==> config.mk <==
export PLATFORM = sky130hd
export DESIGN_NAME = line_dir_arbiter
export DESIGN_NICKNAME = d
export VERILOG_FILES = /design/src/rtl/lda_pkg.sv /design/src/rtl/lda_datapath.sv /design/src/rtl/lda_ctrl.sv /design/src/rtl/line_dir_arbiter.sv
export SDC_FILE = /design/constraint.sdc
export NUM_CORES = 1
export LEC_CHECK = 0
export BUFFER_PORTS_ARGS = -buffer_cell sky130_fd_sc_hd__buf_4
export CAP_MARGIN = 10
export CORE_AREA = 10 10 47 49
export CTS_CLUSTER_SIZE = 40
export DETAILED_ROUTE_END_ITERATION = 8
export DIE_AREA = 0 0 57 59
export SLEW_MARGIN = 20
export SYNTH_ARGS = -nofsm -noshare
export SYNTH_HDL_FRONTEND = slang
export SYNTH_HIERARCHICAL = 1
export SYNTH_SLANG_ARGS = --single-unit
==> constraint.sdc <==
create_clock -name clk -period 2.4 [get_ports clk]
set_clock_uncertainty 0.05 [all_clocks]
set_input_delay 0.12 -clock clk [delete_from_list [all_inputs] [get_ports clk]]
set_output_delay 0.12 -clock clk [all_outputs]
set_load 0.05 [all_outputs]
==> src/rtl/lda_pkg.sv <==
package lda_pkg;

  typedef enum logic [1:0] {
    PH_IDLE  = 2'd0,
    PH_WAIT  = 2'd1,
    PH_DRIVE = 2'd2,
    PH_PULSE = 2'd3
  } phase_e;

  // Control to datapath: which enables to raise and whether the timer restarts
  typedef struct packed {
    logic clrTimer;
    logic driveHost;
    logic driveCard;
    logic pulseHost;
    logic pulseCard;
  } ctlStrobe_t;

  // Datapath to control: synchronized levels and timer flags
  typedef struct packed {
    logic hostLow;
    logic cardLow;
    logic delayDone;
    logic pulseDone;
  } lineStat_t;

endpackage

==> src/rtl/lda_datapath.sv <==
module lda_datapath
  import lda_pkg::*;
#(
  parameter int SYNC_STAGES = 2,
  parameter int DRIVE_DELAY = 3,
  parameter int PULSE_LEN   = 4
) (
  input  logic       clk,
  input  logic       rstN,
  input  logic       hostLine,
  input  logic       cardLine,
  input  ctlStrobe_t strb,
  output lineStat_t  stat,
  output logic       hostPullDown,
  output logic       hostPullUp,
  output logic       cardPullDown,
  output logic       cardPullUp
);

  localparam int MAX_COUNT = (DRIVE_DELAY > PULSE_LEN) ? DRIVE_DELAY : PULSE_LEN;
  localparam int TW        = $clog2(MAX_COUNT + 1);
  localparam logic [TW-1:0] DELAY_LAST = TW'(DRIVE_DELAY - 1);
  localparam logic [TW-1:0] PULSE_LAST = TW'(PULSE_LEN - 1);
  localparam logic [TW-1:0] SAT_VALUE  = TW'(MAX_COUNT);

  logic [SYNC_STAGES-1:0] hostSync;
  logic [SYNC_STAGES-1:0] cardSync;
  logic [TW-1:0]          timer;

  // Input synchronizers; lines rest high
  always_ff @(posedge clk or negedge rstN) begin
    if (!rstN) begin
      hostSync <= '1;
      cardSync <= '1;
    end else begin
      hostSync[0] <= hostLine;
      cardSync[0] <= cardLine;
      for (int i = 1; i < SYNC_STAGES; i++) begin
        hostSync[i] <= hostSync[i-1];
        cardSync[i] <= cardSync[i-1];
      end
    end
  end

  // Shared phase timer, saturating
  always_ff @(posedge clk or negedge rstN) begin
    if (!rstN) begin
      timer <= '0;
    end else if (strb.clrTimer) begin
      timer <= '0;
    end else if (timer != SAT_VALUE) begin
      timer <= timer + 1'b1;
    end
  end

  always_comb begin
    stat.hostLow   = ~hostSync[SYNC_STAGES-1];
    stat.cardLow   = ~cardSync[SYNC_STAGES-1];
    stat.delayDone = (timer == DELAY_LAST);
    stat.pulseDone = (timer == PULSE_LAST);
  end

  assign hostPullDown = strb.driveHost;
  assign hostPullUp   = strb.pulseHost;
  assign cardPullDown = strb.driveCard;
  assign cardPullUp   = strb.pulseCard;

  // one side never pulls both ways
  a_r7_side_exclusive: assert property (@(posedge clk) disable iff (!rstN)
    !(hostPullDown && hostPullUp) && !(cardPullDown && cardPullUp));

  // only one side is ever driven at a time
  a_r7_one_side: assert property (@(posedge clk) disable iff (!rstN)
    !((hostPullDown || hostPullUp) && (cardPullDown || cardPullUp)));

  // a pull-up pulse always follows a pull-down on the same side
  a_r6_card_pulse_after_drive: assert property (@(posedge clk) disable iff (!rstN)
    $rose(cardPullUp) |-> $past(cardPullDown));

  a_r6_host_pulse_after_drive: assert property (@(posedge clk) disable iff (!rstN)
    $rose(hostPullUp) |-> $past(hostPullDown));

endmodule

==> src/rtl/lda_ctrl.sv <==
module lda_ctrl
  import lda_pkg::*;
(
  input  logic       clk,
  input  logic       rstN,
  input  lineStat_t  stat,
  output ctlStrobe_t strb
);

  phase_e phase, phaseNext;
  logic   masterIsCard, masterNext;
  logic   masterLow;

  assign masterLow = masterIsCard ? stat.cardLow : stat.hostLow;

  always_comb begin
    phaseNext  = phase;
    masterNext = masterIsCard;
    unique case (phase)
      PH_IDLE: begin
        if (stat.hostLow) begin
          phaseNext  = PH_WAIT;
          masterNext = 1'b0;
        end else if (stat.cardLow) begin
          phaseNext  = PH_WAIT;
          masterNext = 1'b1;
        end
      end
      PH_WAIT: begin
        if (!masterLow)          phaseNext = PH_IDLE;
        else if (stat.delayDone) phaseNext = PH_DRIVE;
      end
      PH_DRIVE: begin
        if (!masterLow) phaseNext = PH_PULSE;
      end
      PH_PULSE: begin
        if (stat.pulseDone) phaseNext = PH_IDLE;
      end
      default: phaseNext = PH_IDLE;
    endcase
  end

  always_ff @(posedge clk or negedge rstN) begin
    if (!rstN) begin
      phase        <= PH_IDLE;
      masterIsCard <= 1'b0;
    end else begin
      phase        <= phaseNext;
      masterIsCard <= masterNext;
    end
  end

  always_comb begin
    strb.clrTimer  = (phase == PH_IDLE) || (phase == PH_DRIVE);
    strb.driveHost = (phase == PH_DRIVE) &&  masterIsCard;
    strb.driveCard = (phase == PH_DRIVE) && !masterIsCard;
    strb.pulseHost = (phase == PH_PULSE) &&  masterIsCard;
    strb.pulseCard = (phase == PH_PULSE) && !masterIsCard;
  end

  // simultaneous lows resolve to the host side
  a_r3_host_wins: assert property (@(posedge clk) disable iff (!rstN)
    (phase == PH_IDLE && stat.hostLow && stat.cardLow)
      |=> (phase == PH_WAIT && !masterIsCard));

  // the master choice holds until the block is idle again
  a_r5_master_held: assert property (@(posedge clk) disable iff (!rstN)
    (phase != PH_IDLE) |=> (phase == PH_IDLE || $stable(masterIsCard)));

  // no drive before the delay timer has run out
  a_r4_no_early_drive: assert property (@(posedge clk) disable iff (!rstN)
    (phase == PH_WAIT && !stat.delayDone) |=> (phase != PH_DRIVE));

  // the pulse ends only in idle, never straight into a new master
  a_r8_pulse_to_idle: assert property (@(posedge clk) disable iff (!rstN)
    (phase == PH_PULSE) |=> (phase == PH_PULSE || phase == PH_IDLE));

endmodule

==> src/rtl/line_dir_arbiter.sv <==
module line_dir_arbiter
  import lda_pkg::*;
#(
  parameter int SYNC_STAGES = 2,
  parameter int DRIVE_DELAY = 3,
  parameter int PULSE_LEN   = 4
) (
  input  logic clk,
  input  logic rstN,
  input  logic hostLine,
  input  logic cardLine,
  output logic hostPullDown,
  output logic hostPullUp,
  output logic cardPullDown,
  output logic cardPullUp
);

  ctlStrobe_t strb;
  lineStat_t  stat;

  lda_ctrl u_ctrl (
    .clk  (clk),
    .rstN (rstN),
    .stat (stat),
    .strb (strb)
  );

  lda_datapath #(
    .SYNC_STAGES (SYNC_STAGES),
    .DRIVE_DELAY (DRIVE_DELAY),
    .PULSE_LEN   (PULSE_LEN)
  ) u_datapath (
    .clk          (clk),
    .rstN         (rstN),
    .hostLine     (hostLine),
    .cardLine     (cardLine),
    .strb         (strb),
    .stat         (stat),
    .hostPullDown (hostPullDown),
    .hostPullUp   (hostPullUp),
    .cardPullDown (cardPullDown),
    .cardPullUp   (cardPullUp)
  );

endmodule

# After elaboration in Yosys (flattened, before gate mapping)

Cells that the tools add are included.

Add/subtract/negate cells: 1
Eq/ne operators: 11
Muxes and demuxes: 12
Bitwise operators: 2
Reductions and logical operators: 10

Operators by type and width:

| operator                                                        | number |
|---|---|
| 2-bit two-way mux                                               | 6 |
| 3-bit inequality test, second input constant                    | 3 |
| 2-bit one-hot mux with 4 select lines                           | 1 |
| 3-bit by 2-bit == test with 1-bit output, second input constant | 2 |
| 3-bit two-way mux                                               | 2 |
| 2-bit inequality test, second input constant                    | 3 |
| 2-bit == test, second input constant                            | 2 |
| 1-bit logical AND                                               | 4 |
| 4-bit AND reduction                                             | 1 |
| 3-bit by 1-bit adder with 3-bit output, second input constant   | 1 |
| 1-bit two-way mux                                               | 3 |
| 2-bit by 1-bit == test with 1-bit output, second input constant | 1 |
| 2-bit zero test                                                 | 1 |
| 1-bit NOT                                                       | 2 |
| 2-bit AND reduction                                             | 1 |
| 2-bit nonzero test                                              | 1 |
| 1-bit zero test                                                 | 1 |
| 1-bit logical OR                                                | 1 |

Bits in registers: 10
Bits of input ports: 4
Output and inout port bits: 4
Logic and storage cells: 41

# Logic depth before layout (Yosys ltp)

Gate-level depths: netlist of the first run.

Depth after elaboration: 4
Gate-level depth with buffers: 6
Depth with buffers taken out: 6

# Hierarchy

The synthesis of the first run kept the hierarchy.

Modules (own cells, without submodules):

| module       | instances | cells each | area an instance (um^2) | seq. area each (um^2) |
|---|---|---|---|---|
| lda_datapath | 1         | 29         | 337.8                   | 180.2 |
| lda_ctrl     | 1         | 26         | 196.4                   | 75.1 |

# Least setup slack after synthesis of the first run

OpenSTA, ideal clock, no wires.

Path type: flip-flop to flip-flop
Start point: reg u_datapath.timer[0]
End point: reg u_ctrl.phase[0]
Library setup time: 0.080 ns
Arrival time: 1.267 ns
Data required time: 2.270 ns
Setup slack: 1.003 ns
Stages on the path, launching flop included: 6
Buffers on the path: 0
Period minus slack after synthesis: 1.397 ns
Cells stage by stage: dfrtp_1 -> inv_1 -> ha_1 -> and2b_2 -> o311a_1 -> nor3_2

RTL lines:

| element                | line               | text |
|---|---|---|
| from (decl)            | lda_datapath.sv:28 | `logic [TW-1:0] timer;` |
| from (signal assigned) | lda_datapath.sv:52 | `timer <= timer + 1'b1;` |
| to (signal assigned)   | lda_ctrl.sv:48     | `phase <= phaseNext;` |
| to (decl)              | lda_ctrl.sv:10     | `phase_e phase, phaseNext;` |

==> results.json, run 1 <==
{
  "area_growth_syn_to_layout_pct": 18.7,
  "initial_utilization_pct": 38.1,
  "place.detailed.instances": 72,
  "drtIter0Drc": 5,
  "drc_errors": 0,
  "timing.reg2reg.worst_path_depth": 5,
  "routed_via_density": 4.53,
  "startpoint_type": "flip-flop",
  "grt_max_degree": 11,
  "firstDrtPassIters": 4,
  "dp.final_hpwl_um": 612,
  "net_switching_power_of_the_design_w": 0.000346,
  "floorplan.die.height_um": 59,
  "detailedPlace.worstSlack_ns": 0.953,
  "place.gp.congestion": 0.683,
  "critical_path.max_fanout": 4,
  "asyncSetResetFlopFracSynth_pct": 100,
  "power_report.internal_total_w": 0.000468,
  "synth_enable_flop_cells": 0,
  "cts.htree.levels": 1,
  "layout.cells.most_common_list": "sky130_fd_sc_hd__buf_4 (7), sky130_fd_sc_hd__nor2_1 (7), sky130_fd_sc_hd__inv_1 (6), sky130_fd_sc_hd__dfrtp_1 (6)",
  "path_class": "flip-flop to flip-flop",
  "final.fill_count": 151,
  "routed_wire_length_per_instance_um": 10.6,
  "rows": 14,
  "yosysWarningCount": 6,
  "core_region_mm2": 0.00140,
  "ioPinCount": 8,
  "status": "finished clean",
  "fin_crit_sh_pct": 60.7,
  "post-route-worst-setup-slack_ns": 0.944,
  "grt_antenna_before_repair": 0,
  "timing.setup.tns_ns": 0,
  "critical_path_required_ns": 2.54,
  "synth_cells": 55,
  "setup_viol": 0,
  "drt.antenna.violating_nets": 0,
  "postLayoutCellArea_um2": 634,
  "switching_share_pct": 42.5,
  "fp.dieW_um": 57,
  "slew_viol_final": 0,
  "final_hold_viol_count": 0,
  "tritoncts_clock_tree": "built",
  "tritoncts.num_buffers": 3,
  "combinational_power_share_pct": 45.1,
  "achievable_clock_frequency_mhz": 687,
  "via_count_of_the_first_global_routing_pass": 355,
  "share_seq_of_total_power_pct": 36.7,
  "power.leakage_nw": 0.313,
  "grt_use_total_pct": 5.24,
  "clock_tree.root_cell": "sky130_fd_sc_hd__clkbuf_4",
  "finalNonFillerCells": 79,
  "count_of_cells_resized_by_post_cts_repair": 0,
  "grt_setup_unrepaired": "false",
  "routed_wl_um": 840,
  "worst_hold_check_path_type": "input port to asynchronous set/reset pin",
  "power.density_cell_area_mw_per_mm2": 1280,
  "synthesis.area_per_instance_um2": 9.71,
  "globalRouteOverflowTotal": 0,
  "ys_dominant_reg_cell": "sky130_fd_sc_hd__dfrtp_1",
  "dpl-instance-area_um2": 568,
  "crit_arrival_ns": 1.59,
  "clk_pin_slew_worst_paths_ns": 0.07,
  "n_antenna_cell": 0,
  "max_cap_violations": 0,
  "layout_min_cycle_time_ns": 1.46,
  "max-vdd-ir-drop_mv": 0.679,
  "netlist.top_cell.by_area": "sky130_fd_sc_hd__dfrtp_1",
  "netlist_area_um2": 534,
  "postSynthNetCount": 63,
  "port_buffers": 7,
  "design.final.nets": 72,
  "dr_total_vias": 358,
  "cts_buffer_depth": 2,
  "worst_margin_pin_slew_ns": 0.301,
  "yosysSeqAreaShare_pct": 47.8,
  "drive_gt1_share_pct": 28.6,
  "clkLatencyLatePin_ns": 0.26,
  "grt_first_pass_wirelength_mm": 1.41,
  "ys_top_cells_by_area": "sky130_fd_sc_hd__dfrtp_1 (28%), sky130_fd_sc_hd__dfstp_2 (20%), sky130_fd_sc_hd__ha_1 (9.4%), sky130_fd_sc_hd__buf_4 (5.6%), sky130_fd_sc_hd__nor2_1 (4.9%)",
  "synth.top_cell.area_share_pct": 28.1,
  "worst_hold_slack_ns": 0.164,
  "timing.critical_path.to_type": "flip-flop",
  "numClockSinks": 10,
  "maxSlewHeadroom_pct": 79.8,
  "yosys.cell_types.count": 21,
  "synth.ff_latch_count": 10,
  "floorplan.die_area_mm2": 0.00336,
  "power_frac_clock_pct": 18.2
}
cells in the mapped netlist, drive strengths merged, types with 2 or more instances:
master / number
nand2b: 2
buf: 5
ha: 4
a21oi: 5
nand2: 4
nor2: 7
inv: 6
nand3: 3
dfstp: 4
dfrtp: 6
sequential cells by signal, summed over array words and instances, names as in the netlist, named ones only:
signal               count
u_datapath/hostSync      2
u_datapath/timer         3
u_ctrl/phase             1
u_ctrl/masterIsCard      1
u_datapath/cardSync      2
final timing paths:
check / from / endpoint / slack [ns]
max: u_datapath/timer[0] / u_ctrl/phase[0] / 0.94
min: rstN / u_ctrl/masterIsCard / 0.16
max reg2reg: u_datapath/timer[0] / u_ctrl/phase[0] / 0.94
min reg2reg: u_datapath/hostSync[0] / u_datapath/hostSync[1] / 0.30
max in group asynchronous: rstN / u_datapath/hostSync[0] / 1.91
min in group clk: u_datapath/hostSync[0] / u_datapath/hostSync[1] / 0.30
power by group through the flow:
stage,clock network [W],registers [W],logic [W]
final,0.000148,0.000299,0.000367
after global routing,0.000160,0.000310,0.000412
after CTS,0.000155,0.000298,0.000372
after detailed placement,0,0.000302,0.000366
after global placement,0,0.000299,0.000363
after floorplan,0,0.000256,0.000365
area by class of cell:
class,count,area [um^2],share of cell area (%)
flip-flops and latches,10,255,40.2
repair buffers,10,82.6,13.0
clock buffers,4,36.3,5.72
inverters,6,22.5,3.55
multi-input cells,33,218,34.3
well taps,16,20.0,3.16
stage by stage:
stage / util (%) / power (W)
6_report: 45.3 / 0.000813
5_1_grt: 45.3 / 0.000882
2_1_floorplan: - / 0.000621
3_5_place_dp: 40.5 / 0.000668
3_3_place_gp: 40.5 / 0.000662
4_1_cts: 45.3 / 0.000825
logic make-up after synthesis:
group / Yosys count / synth area share (%)
DFF: 10 / 47.8
AOI/OAI and AO/OA: 9 / 11.9
adders and majority gates: 4 / 9.37
muxes: 1 / 1.87
buffers and inverters: 12 / 11.5
and+or+nand+nor: 19 / 17.6
what timing repair did:
action / 4_1_cts / 5_1_grt
hold buffers: 3 / 0
endpoints found under the hold margin: 12 / 0
setup buffers: 0 / 0
worst max-delay path, stage by stage (launching register included):
cell and delay [ns]:
sky130_fd_sc_hd__dfrtp_1 0.38, sky130_fd_sc_hd__inv_1 0.08, sky130_fd_sc_hd__ha_1 0.19, sky130_fd_sc_hd__and2b_2 0.19, sky130_fd_sc_hd__o311a_1 0.33, sky130_fd_sc_hd__nor3_2 0.17
per-layer routing:
layer	vias to the layer above	part of all wire (%)	GRT usage, %
met5	-	0	0
met1	161	47	5.26
li1	189	-	-
met4	0	0	2.01
met3	0	7.4	3.65
met2	8	45	8.37
Power figures use the tool's default switching activity.
==> run 2: changes to the inputs <==
==> constraint.sdc (replaced) <==
create_clock -name clk -period 1.3 [get_ports clk]
set_clock_uncertainty 0.05 [all_clocks]
set_input_delay 0.065 -clock clk [delete_from_list [all_inputs] [get_ports clk]]
set_output_delay 0.065 -clock clk [all_outputs]
set_load 0.05 [all_outputs]
==> run 2 against run 1 <==
Net effect:
- combinational power grew to 2.7 times the previous value
- total power grew 120%
- via count grew 10%
- largest cell class unchanged
- clock power grew 86%
- wire length grew 19%
- critical endpoint unchanged
==> results.json, run 2 (synthesis results as in run 1) <==
{
  "n_antenna_cell": 0,
  "drc_errors": 0,
  "clock_tree.root_cell": "sky130_fd_sc_hd__clkbuf_4",
  "floorplan.die_area_mm2": 0.00336,
  "place.gp.congestion": 0.675,
  "grt_antenna_before_repair": 0,
  "critical_path_required_ns": 1.44,
  "final.fill_count": 131,
  "routed_via_density": 4.48,
  "dp.final_hpwl_um": 649,
  "path_class": "flip-flop to flip-flop",
  "max-vdd-ir-drop_mv": 1.07,
  "globalRouteOverflowTotal": 0,
  "floorplan.die.height_um": 59,
  "grt_max_degree": 11,
  "r2r-end": "u_ctrl/phase[0]",
  "area_growth_syn_to_layout_pct": 39.3,
  "grt_use_total_pct": 5.89,
  "largest_registers": "u_datapath/timer: 3 flops, u_datapath/cardSync: 2 flops, u_datapath/hostSync: 2 flops",
  "timing.setup.tns_ns": 0,
  "timing.reg2reg.worst_path_depth": 5,
  "top_register": "u_datapath/timer",
  "worst_margin_pin_slew_ns": 0.373,
  "drive_gt1_share_pct": 51.4,
  "maxSlewHeadroom_pct": 74.9,
  "cts.htree.levels": 1,
  "core_region_mm2": 0.00140,
  "ioPinCount": 8,
  "critical_path.max_fanout": 3,
  "port_buffers": 7,
  "initial_utilization_pct": 38.1,
  "mostFrequentLayoutCell": "sky130_fd_sc_hd__buf_4",
  "grt_setup_unrepaired": "true",
  "power.leakage_nw": 0.362,
  "total_power_w": 0.00182,
  "tritoncts_clock_tree": "built",
  "startpoint_type": "flip-flop",
  "tritoncts.num_buffers": 3,
  "design.final.nets": 81,
  "multi_input_area_um2": 245,
  "drtIter0Drc": 1,
  "crit_arrival_ns": 1.44,
  "max_cap_violations": 0,
  "layout_min_cycle_time_ns": 1.30,
  "achievable_clock_frequency_mhz": 770,
  "layout.cells.most_common_list": "sky130_fd_sc_hd__buf_4 (13), sky130_fd_sc_hd__nor2_1 (5)",
  "firstDrtPassIters": 3,
  "clk_pin_slew_worst_paths_ns": 0.07,
  "setup_viol": 0,
  "reg2reg_from": "u_datapath/timer[0]",
  "fin_crit_sh_pct": 99.9,
  "clkLatencyLatePin_ns": 0.26,
  "routed_wire_length_per_instance_um": 11.3,
  "drt.antenna.violating_nets": 0,
  "regArea_um2": 259,
  "cts_buffer_depth": 2,
  "slew_viol_final": 0,
  "timing.critical_path.to_type": "flip-flop",
  "place.detailed.instances": 75,
  "via_count_of_the_first_global_routing_pass": 332,
  "power.density_cell_area_mw_per_mm2": 2440,
  "largest_register_ff_count": 3,
  "rows": 14,
  "fp.dieW_um": 57,
  "finalNonFillerCells": 88,
  "worst_setup_path_endpoint": "u_ctrl/phase[0]",
  "routed_wl_um": 997,
  "status": "finished clean",
  "crit_path_start": "u_datapath/timer[0]",
  "worst_hold_check_path_type": "input port to asynchronous set/reset pin",
  "grt_first_pass_wirelength_mm": 1.44,
  "final_hold_viol_count": 0,
  "dr_total_vias": 394,
  "rrSetupSlack_ns": 0.001,
  "numClockSinks": 10
}
## run 2: layout make-up
| cell class | instances | area share [%] |
|---|---|---|
| Tap cell | 16 | 2.69 |
| Clock buffer | 4 | 4.87 |
| Sequential cell | 10 | 34.8 |
| Inverter | 6 | 3.03 |
| Multi-Input combinational cell | 33 | 32.9 |
| Timing Repair Buffer | 19 | 21.7 |
## run 2: critical path, cell delays in order (launching register included)
cell	delay (ns)
sky130_fd_sc_hd__dfrtp_1	0.39
sky130_fd_sc_hd__inv_2	0.05
sky130_fd_sc_hd__ha_2	0.16
sky130_fd_sc_hd__and2b_2	0.19
sky130_fd_sc_hd__o311a_1	0.29
sky130_fd_sc_hd__nor3_2	0.10
## run 2: per-stage QoR
step | area [um^2] | utilization, % | hold WS, ns | worst slack, ns
global route | 744 | 53.1 | 0.114 | -0.0693
floorplan | 534 | - | -0.281 | 0.00964
finish | 744 | 53.1 | 0.113 | 0.00106
global placement | 591 | 42.1 | -0.151 | 0.00543
CTS | 664 | 47.4 | 0.101 | -0.0405
detailed placement | 591 | 42.1 | -0.150 | -0.0219
## run 2: how the worst min path moves through the flow
stage,slack [ns],end,depth (start not counted)
after global routing,0.11,u_datapath/timer[1],2
final,0.11,u_datapath/timer[2],2
after CTS,0.10,u_datapath/timer[2],2
after detailed placement,-0.15,u_datapath/timer[1],1
after global placement,-0.15,u_datapath/timer[1],1
after floorplan,-0.28,asynchronous set/reset pin,0
## run 2: metal layers
metal  GRT usage (%)  up-vias  wire length, um
li1                -      209                -
met1            5.62      177              407
met2            8.53        6              511
met3            3.43        2               66
met4            6.04        0               10
met5               0        -                0
## run 2: repair_timing
action,in CTS,in global routing
setup endpoints to repair,3,7
hold buffers,3,0
cloned,0,0
gates resized for setup,3,11
endpoints found under the hold margin,12,0
setup buffers,0,6
pin swaps,0,1
## run 2: power by group
group | total [W] | switching [W] | internal [W]
Sequential | 0.000550 | 0.000129 | 0.000420
Clock | 0.000275 | 0.000105 | 0.000170
Combinational | 0.000991 | 0.000496 | 0.000494
